$ cat config.mk
export PLATFORM = sky130hd
export DESIGN_NAME = pic_cmd_front
export DESIGN_NICKNAME = d
export VERILOG_FILES = /design/src/rtl/pic_cmd_pkg.sv /design/src/rtl/pic_init_fsm.sv /design/src/rtl/pic_op_decode.sv /design/src/rtl/pic_read_mux.sv /design/src/rtl/pic_cmd_front.sv
export SDC_FILE = /design/constraint.sdc
export NUM_CORES = 1
export LEC_CHECK = 0
export ABC_AREA = 0
export BUFFER_PORTS_ARGS = -buffer_cell sky130_fd_sc_hd__buf_2
export CAP_MARGIN = 20
export CORE_AREA = 2 2 71 66
export CTS_BUF_LIST = sky130_fd_sc_hd__clkbuf_4
export CTS_CLUSTER_DIAMETER = 200
export CTS_CLUSTER_SIZE = 12
export DETAILED_ROUTE_END_ITERATION = 8
export DIE_AREA = 0 0 73 68
export PLACE_DENSITY = 0.76
export SLEW_MARGIN = 15
export SYNTH_ARGS = -nofsm -noshare
export SYNTH_HDL_FRONTEND = slang
export SYNTH_SLANG_ARGS = --single-unit
$ cat constraint.sdc
create_clock -name clk -period 1.4 [get_ports clk]
set_input_delay 0 -clock clk [delete_from_list [all_inputs] [get_ports clk]]
set_output_delay 0 -clock clk [all_outputs]
set_load 0.005 [all_outputs]
$ cat src/rtl/pic_cmd_pkg.sv
package pic_cmd_pkg;

    localparam int NUM_IRQ = 8;
    localparam int DATA_W  = 8;
    localparam int LVL_W   = $clog2(NUM_IRQ);
    localparam int VEC_W   = DATA_W - LVL_W;

    // Steps of the initialization sequence
    typedef enum logic [2:0] {
        ST_UNINIT,
        ST_VEC,
        ST_CASC,
        ST_MODE,
        ST_READY
    } init_state_e;

    // Classification of one bus write
    typedef enum logic [2:0] {
        W_NONE,
        W_INIT1,
        W_ODD,
        W_CMD2,
        W_CMD3
    } wr_kind_e;

    typedef struct packed {
        logic [VEC_W-1:0]   vec_base;
        logic [NUM_IRQ-1:0] casc_map;
        logic               level_trig;
        logic               single;
        logic               auto_eoi;
        logic [1:0]         buf_mode;
        logic               sfnm;
    } init_cfg_t;

    typedef struct packed {
        logic eoi;
        logic eoi_specific;
        logic rotate;
        logic auto_rot;
        logic set_prio;
    } cmd_pulse_t;

    function automatic wr_kind_e classify(input logic we, input logic a0,
                                          input logic [DATA_W-1:0] d);
        wr_kind_e k;
        if (!we)        k = W_NONE;
        else if (a0)    k = W_ODD;
        else if (d[4])  k = W_INIT1;
        else if (d[3])  k = W_CMD3;
        else            k = W_CMD2;
        return k;
    endfunction

    function automatic cmd_pulse_t decode_cmd(input logic [2:0] code);
        cmd_pulse_t p;
        p = '0;
        case (code)
            3'b001: p.eoi = 1'b1;
            3'b011: begin p.eoi = 1'b1; p.eoi_specific = 1'b1; end
            3'b100: p.auto_rot = 1'b1;
            3'b101: begin p.eoi = 1'b1; p.rotate = 1'b1; end
            3'b110: p.set_prio = 1'b1;
            3'b111: begin p.eoi = 1'b1; p.eoi_specific = 1'b1; p.rotate = 1'b1; end
            default: p = '0;
        endcase
        return p;
    endfunction

endpackage

$ cat src/rtl/pic_init_fsm.sv
module pic_init_fsm
    import pic_cmd_pkg::*;
(
    input  logic              clk,
    input  logic              rst,
    input  wr_kind_e          kind,
    input  logic [DATA_W-1:0] data,
    output logic              ready,
    output init_cfg_t         cfg
);

    init_state_e state;
    logic        want_mode;

    always_ff @(posedge clk) begin
        if (rst) begin
            state     <= ST_UNINIT;
            cfg       <= '0;
            want_mode <= 1'b0;
        end else if (kind == W_INIT1) begin
            state          <= ST_VEC;
            cfg            <= '0;
            cfg.level_trig <= data[3];
            cfg.single     <= data[1];
            want_mode      <= data[0];
        end else if (kind == W_ODD) begin
            case (state)
                ST_VEC: begin
                    cfg.vec_base <= data[DATA_W-1:LVL_W];
                    if (!cfg.single)   state <= ST_CASC;
                    else if (want_mode) state <= ST_MODE;
                    else                state <= ST_READY;
                end
                ST_CASC: begin
                    cfg.casc_map <= data;
                    state        <= want_mode ? ST_MODE : ST_READY;
                end
                ST_MODE: begin
                    cfg.auto_eoi <= data[1];
                    cfg.buf_mode <= data[3:2];
                    cfg.sfnm     <= data[4];
                    state        <= ST_READY;
                end
                default: ;
            endcase
        end
    end

    assign ready = (state == ST_READY);


    icw1_restart_chk: assert property (@(posedge clk) disable iff (rst)
        (kind == W_INIT1) |=> (!ready && state == ST_VEC));


    short_seq_chk: assert property (@(posedge clk) disable iff (rst)
        (state == ST_VEC && kind == W_ODD && cfg.single && !want_mode) |=> ready);


    casc_hold_chk: assert property (@(posedge clk) disable iff (rst)
        (kind == W_NONE) |=> $stable(cfg.casc_map));

endmodule

$ cat src/rtl/pic_op_decode.sv
module pic_op_decode
    import pic_cmd_pkg::*;
(
    input  logic               clk,
    input  logic               rst,
    input  logic               ready,
    input  wr_kind_e           kind,
    input  logic [DATA_W-1:0]  data,
    output logic [NUM_IRQ-1:0] mask,
    output logic               read_irr,
    output logic               special_mask,
    output cmd_pulse_t         pulses,
    output logic               poll,
    output logic [LVL_W-1:0]   level
);

    logic init_hit;
    logic op_ok;

    assign init_hit = (kind == W_INIT1);
    assign op_ok    = ready && !init_hit;

    always_ff @(posedge clk) begin
        if (rst) begin
            mask         <= '1;
            read_irr     <= 1'b1;
            special_mask <= 1'b0;
            pulses       <= '0;
            poll         <= 1'b0;
            level        <= '0;
        end else begin
            pulses <= '0;
            poll   <= 1'b0;
            if (init_hit) begin
                mask         <= '0;
                read_irr     <= 1'b1;
                special_mask <= 1'b0;
            end else if (op_ok) begin
                case (kind)
                    W_ODD:  mask <= data;
                    W_CMD2: begin
                        level  <= data[LVL_W-1:0];
                        pulses <= decode_cmd(data[7:5]);
                    end
                    W_CMD3: begin
                        if (data[1]) read_irr     <= data[0];
                        if (data[6]) special_mask <= data[5];
                        poll <= data[2];
                    end
                    default: ;
                endcase
            end
        end
    end


    eoi_src_chk: assert property (@(posedge clk) disable iff (rst)
        pulses.eoi |-> $past(ready && kind == W_CMD2));


    poll_src_chk: assert property (@(posedge clk) disable iff (rst)
        poll |-> $past(ready && kind == W_CMD3 && data[2]));


    mask_hold_chk: assert property (@(posedge clk) disable iff (rst)
        (kind != W_ODD && kind != W_INIT1) |=> $stable(mask));


    pulse_excl_chk: assert property (@(posedge clk) disable iff (rst)
        $onehot0({pulses.eoi, pulses.auto_rot, pulses.set_prio}));


    no_early_cmd_chk: assert property (@(posedge clk) disable iff (rst)
        (!ready && kind != W_INIT1) |=> ($stable(read_irr) && $stable(special_mask) && !poll));

endmodule

$ cat src/rtl/pic_read_mux.sv
module pic_read_mux
    import pic_cmd_pkg::*;
(
    input  logic               addr0,
    input  logic               read_irr,
    input  logic [NUM_IRQ-1:0] irr_in,
    input  logic [NUM_IRQ-1:0] isr_in,
    input  logic [NUM_IRQ-1:0] mask,
    output logic [DATA_W-1:0]  rd_data
);

    always_comb begin
        if (addr0)         rd_data = mask;
        else if (read_irr) rd_data = irr_in;
        else               rd_data = isr_in;
    end

endmodule

$ cat src/rtl/pic_cmd_front.sv
module pic_cmd_front
    import pic_cmd_pkg::*;
(
    input  logic         clk,
    input  logic         rst,
    input  logic         wr_en,
    input  logic         addr0,
    input  logic [7:0]   wr_data,
    input  logic [7:0]   irr_in,
    input  logic [7:0]   isr_in,
    output logic [7:0]   rd_data,
    output logic         ready,
    output logic [4:0]   vec_base,
    output logic [7:0]   casc_map,
    output logic         level_trig,
    output logic         single_mode,
    output logic         auto_eoi,
    output logic [1:0]   buf_mode,
    output logic         nested_special,
    output logic [7:0]   irq_mask,
    output logic         read_irr,
    output logic         special_mask,
    output logic         eoi_pulse,
    output logic         eoi_specific,
    output logic         rotate_pulse,
    output logic         auto_rot_pulse,
    output logic         set_prio_pulse,
    output logic         poll_pulse,
    output logic [2:0]   cmd_level
);

    wr_kind_e   kind;
    init_cfg_t  cfg;
    cmd_pulse_t pulses;

    assign kind = classify(wr_en, addr0, wr_data);

    pic_init_fsm u_init (
        .clk   (clk),
        .rst   (rst),
        .kind  (kind),
        .data  (wr_data),
        .ready (ready),
        .cfg   (cfg)
    );

    pic_op_decode u_op (
        .clk          (clk),
        .rst          (rst),
        .ready        (ready),
        .kind         (kind),
        .data         (wr_data),
        .mask         (irq_mask),
        .read_irr     (read_irr),
        .special_mask (special_mask),
        .pulses       (pulses),
        .poll         (poll_pulse),
        .level        (cmd_level)
    );

    pic_read_mux u_rd (
        .addr0    (addr0),
        .read_irr (read_irr),
        .irr_in   (irr_in),
        .isr_in   (isr_in),
        .mask     (irq_mask),
        .rd_data  (rd_data)
    );

    assign vec_base       = cfg.vec_base;
    assign casc_map       = cfg.casc_map;
    assign level_trig     = cfg.level_trig;
    assign single_mode    = cfg.single;
    assign auto_eoi       = cfg.auto_eoi;
    assign buf_mode       = cfg.buf_mode;
    assign nested_special = cfg.sfnm;
    assign eoi_pulse      = pulses.eoi;
    assign eoi_specific   = pulses.eoi_specific;
    assign rotate_pulse   = pulses.rotate;
    assign auto_rot_pulse = pulses.auto_rot;
    assign set_prio_pulse = pulses.set_prio;


    rd_odd_chk: assert property (@(posedge clk) disable iff (rst)
        addr0 |-> (rd_data == irq_mask));

endmodule

Word level (Yosys, flattened, before mapping). Cells that the tools add are included.

Flip-flop bits (word level): 42. Word-level logic and storage cells: 78.

Eq/ne operators: 14. Multiplexer cells: 19. Reductions and logical operators: 21. Bitwise logic cells: 4.

Operators with widths (count): $mux 8 (5); $eq 3x3->1 const B (6); $mux 3 (6); $eq 3x2->1 const B (5); $reduce_and 2->1 (6); $reduce_or 4->1 (3); $eq 3x1->1 const B (3); $pmux 3 s3 (1); $reduce_and 3->1 (3); $mux 1 (7); $reduce_or 2->1 (3); $not 1->1 (4); $reduce_bool 2->1 (2); $reduce_bool 4->1 (1); $reduce_bool 3->1 (1); $logic_and 1x1->1 (1); $logic_not 1->1 (1).

Longest topological paths before layout.
Depth after elaboration: 9. Gate-level depth with buffers: 6. Gate-level depth less buffers: 4.

Cells and area by module. From an unflattened synthesis, not the netlist that was laid out.

Cell total of the unflattened synthesis: 196. Area total of the unflattened synthesis: 1839.3 um2.

By module, submodules not included: pic_init_fsm (cells an instance 109, area each 937.1 um2, seq. area each 460.4 um2, times used 1); pic_op_decode (cells an instance 56, area each 683.2 um2, seq. area each 380.4 um2, times used 1); pic_read_mux (cells an instance 26, area each 172.7 um2, seq. area each 0.0 um2, times used 1); pic_cmd_front (cells an instance 5, area each 46.3 um2, seq. area each 0.0 um2, times used 1).

Worst setup path before layout. OpenSTA, ideal clock, no wires.

Kind: register to register. Start point: reg u_init.state[2]. End point: reg u_op.level[0]. Buffers on the path: 1. Arrival time: 1.442 ns. Path slack: -0.161 ns. Setup time: 0.119 ns. Cell stages (with the launch flop): 5. Cells stage by stage: dfxtp_1 -> or3b_1 -> or4_1 -> buf_2 -> mux2i_1.

Longest elaborated chain between the ends: 3.

Ends and longest elaborated chain: start, declared (RTL line pic_init_fsm.sv:12) `init_state_e state;`; start signal, assigned (RTL line pic_init_fsm.sv:36) `state <= want_mode ? ST_MODE : ST_READY;`; $eq 3x3->1 (RTL line pic_init_fsm.sv:49) `assign ready = (state == ST_READY);`; $logic_and 1x1->1 (RTL line pic_op_decode.sv:21) `assign op_ok = ready && !init_hit;`; $reduce_and 3->1 (no source line); end signal, assigned (RTL line pic_op_decode.sv:42) `level <= data[LVL_W-1:0];`; end, declared (RTL line pic_op_decode.sv:14) `output logic [LVL_W-1:0] level`.

No other way between the ends. A chain may end at the register's enable or synchronous reset.

Worst setup path in the final report.
Start point: reg u_init.state[0]. End point: out ready.

Longest elaborated chain between the ends: 1.

Ends and longest elaborated chain: $eq 3x3->1 (RTL line pic_init_fsm.sv:49); end, declared (RTL line pic_cmd_front.sv:12) `output logic ready,`.

No other way between the ends.

==> impl_metrics.csv <==
group,metric,value,unit
floorplanning,row_count,23,
logic_synthesis,syn_nets,251,
routing,drt-vias-per-instance,5.31,
routing,drt-initial-drc-count,205,
grt,grt.total_usage,20.8,%
timing,skew,13.7,ps
timing,hold_viol_final,0,
logic_synthesis,ys_seq_elements,42,
routing,wl,4890,um
clock_tree,cts_tree,"done",
grt,grt_max_degree,17,
clock_tree,cts_buffers,5,
logic_synthesis,ys_warn_count,0,
grt,met3_usage,3.68,%
logic_synthesis,seq_area_frac_synth,45.8,%
routing,vias,1906,
grt,grt_pass1_vias,1658,
clock_tree,h-tree-depth,2,
worst_setup_path,startpoint_type,"flop",
job,maxCapViolCount,0,
timing,drv_slew,0,
timing,min_period,1460,ps
grt,grt_overflow_total,0,
worst_setup_path,worstSetupPathType,"flop to output port",
placement,dp_hpwl,3450,um
clock_tree,max-clock-path-buffers,2,
floorplanning,dieArea,4960,sq um
floorplanning,die_y,68,um
floorplanning,initial_utilization,42.8,%
pwr,ir_drop,0.524,mV
logic_synthesis,synth-edff-count,0,
worst_setup_path,cp_data_arrival_time,1460,ps
logic_synthesis,synth_top_area_cell,"dfxtp_1",
clock_tree,cts_root_buffer,"clkbuf_4",
placement,gp_congestion,0.819,
timing,rsz0062_at_grt,"true",
finish,layout-drive-gt1-share,34.6,%
pwr,power,2.25,mW
timing,tightest_slew,327,ps
clock_tree,cts_sinks,42,
run_status,status,"finished, violations left",
logic_synthesis,syn_avg_cell_area,8.23,sq um
finish,layout.nets,336,
logic_synthesis,syn_inst,223,
floorplanning,io_pins,75,
routing,ant_nets,0,
finish,num-fill-cells,390,
floorplanning,design.core.area,4290,sq um
placement,port_buffers,74,
finish,finish.utilization,58.3,%
pwr,p_leak,1.21,nW
grt,grt_pass1_wl,7960,um
routing,wire_per_inst,13.6,um
routing,drc,0,
placement,dpl_cell_area,2310,sq um
pwr,power_density,902,nW/um^2
routing,drt_first_pass_iters,4,
logic_synthesis,yosys_most_used_dff,"dfxtp_1",
timing,final-setup-viol-count,6,
logic_synthesis,netlist_area,1830,sq um
min_path,hold_class,"input pin to flop",
worst_setup_path,crit_fanout,9,
finish,stdcell_area,2500,sq um
logic_synthesis,yosys-top-cells-area,"dfxtp_1 46%, o21ai_0 9.0%, a21oi_1 6.3%",
grt,grt_busiest_layer,"met2",
logic_synthesis,synthArstFlopShare,0,%
clock_tree,clock_latency,360,ps
finish,antenna-diode-count,0,
timing,setup_ws,-59.3,ps
finish,syn_to_final_growth,36.3,%
grt,grt_use_met1,28.3,%
floorplanning,die_w,73,um
timing,period_share,104,%
run_status,violations,"setup timing",
clock_tree,clk_pin_slew,130,ps
grt,use_met2,33.2,%
finish,final_cell_mix,"74 x buf_2, 39 x dfxtp_1, 33 x o21ai_0, 29 x nand2_1, 23 x a21oi_1",
timing,relSlewSlack,78.1,%
grt,antenna_found_initial,0,
timing,holdWs,114,ps
worst_setup_path,cp-end-kind,"output port",
finish,final_common_cell,"buf_2",
logic_synthesis,ys_types,34,
logic_synthesis,synth_top_area_share,45.8,%
timing,fmax,0.685,GHz
worst_setup_path,cp.required,1400,ps
timing repair:
item,CTS,global route
hold buffers,9,0
endpoints found under the hold margin,34,0
setup endpoints to repair,13,19
setup buffers,0,0
resized for setup,5,3
cell type report:
| class | count | area [sq um] | area share (%) |
|---|---|---|---|
| clock buffers | 5 | 37.5 | 1.50 |
| clock inverters | 3 | 40.0 | 1.60 |
| inverters | 5 | 18.8 | 0.751 |
| multi-input cells | 158 | 920 | 36.8 |
| flip-flops and latches | 42 | 847 | 33.9 |
| well taps | 50 | 62.6 | 2.50 |
| repair buffers | 96 | 574 | 23.0 |
registers in the layout (all words and copies together) (netlist names), 3 cells and up:
name / flops
u_op.level: 3
u_op.pulses: 5
u_init.state: 3
u_op.mask: 8
u_init.cfg: 19
synth_stat cells, types with 3 or more instances:
cell      count
nand2_1      30
nor2_1        3
dfxtp_1      42
a21oi_1      23
o21ai_0      33
mux2i_1      11
nand3_1      18
inv_1         5
clkbuf_1     16
nand2b_1      3
and3_1        3
a31oi_1       8
stage by stage:
step                      std cells  TNS, ps  setup WS [ps]
after detailed placement        342     -259          -86.4
after CTS                       359     -196          -59.7
after global placement          342     -169          -56.8
final                           359     -214          -59.3
after floorplan                 223     -291          -77.8
after global routing            359     -756           -103
final timing paths:
check	startpoint	to	slack (ps)	cells after the start
worst max-delay path	u_init.state[0]$_SDFFE_PP0P_	ready	-60	4
worst max register to register	u_init.state[0]$_SDFFE_PP0P_	u_op.level[0]$_SDFFE_PP0P_	-40	3
worst min-delay path	addr0	u_op.read_irr$_SDFFE_PP1P_	110	4
worst min register to register	u_op.level[2]$_SDFFE_PP0P_	u_op.level[2]$_SDFFE_PP0P_	470	2
report_power, final:
| part | internal (mW) | switching [mW] | leakage [nW] |
|---|---|---|---|
| Sequential | 1.21 | 0.0133 | 0.341 |
| Clock | 0.370 | 0.392 | 0.0450 |
| Combinational | 0.123 | 0.143 | 0.826 |
layer usage:
metal | wire length [um] | vias up
met2 | 2390 | 56
met1 | 2120 | 873
met5 | 0 | -
met4 | 78 | 0
met3 | 301 | 9
li1 | - | 968
critical path, cell delays in order, from the launching register on:
cell     delay (ps)
dfxtp_2         340
or3b_4          400
inv_2           100
buf_6           140
buf_2           110
cell families after synthesis:
family,count (synthesis),share of synthesized area [%]
simple gates,77,22.4
compound gates,70,20.9
flops,42,45.8
buf+inv,23,4.84
mux,11,6.00
(Power assumes the default switching activity.)
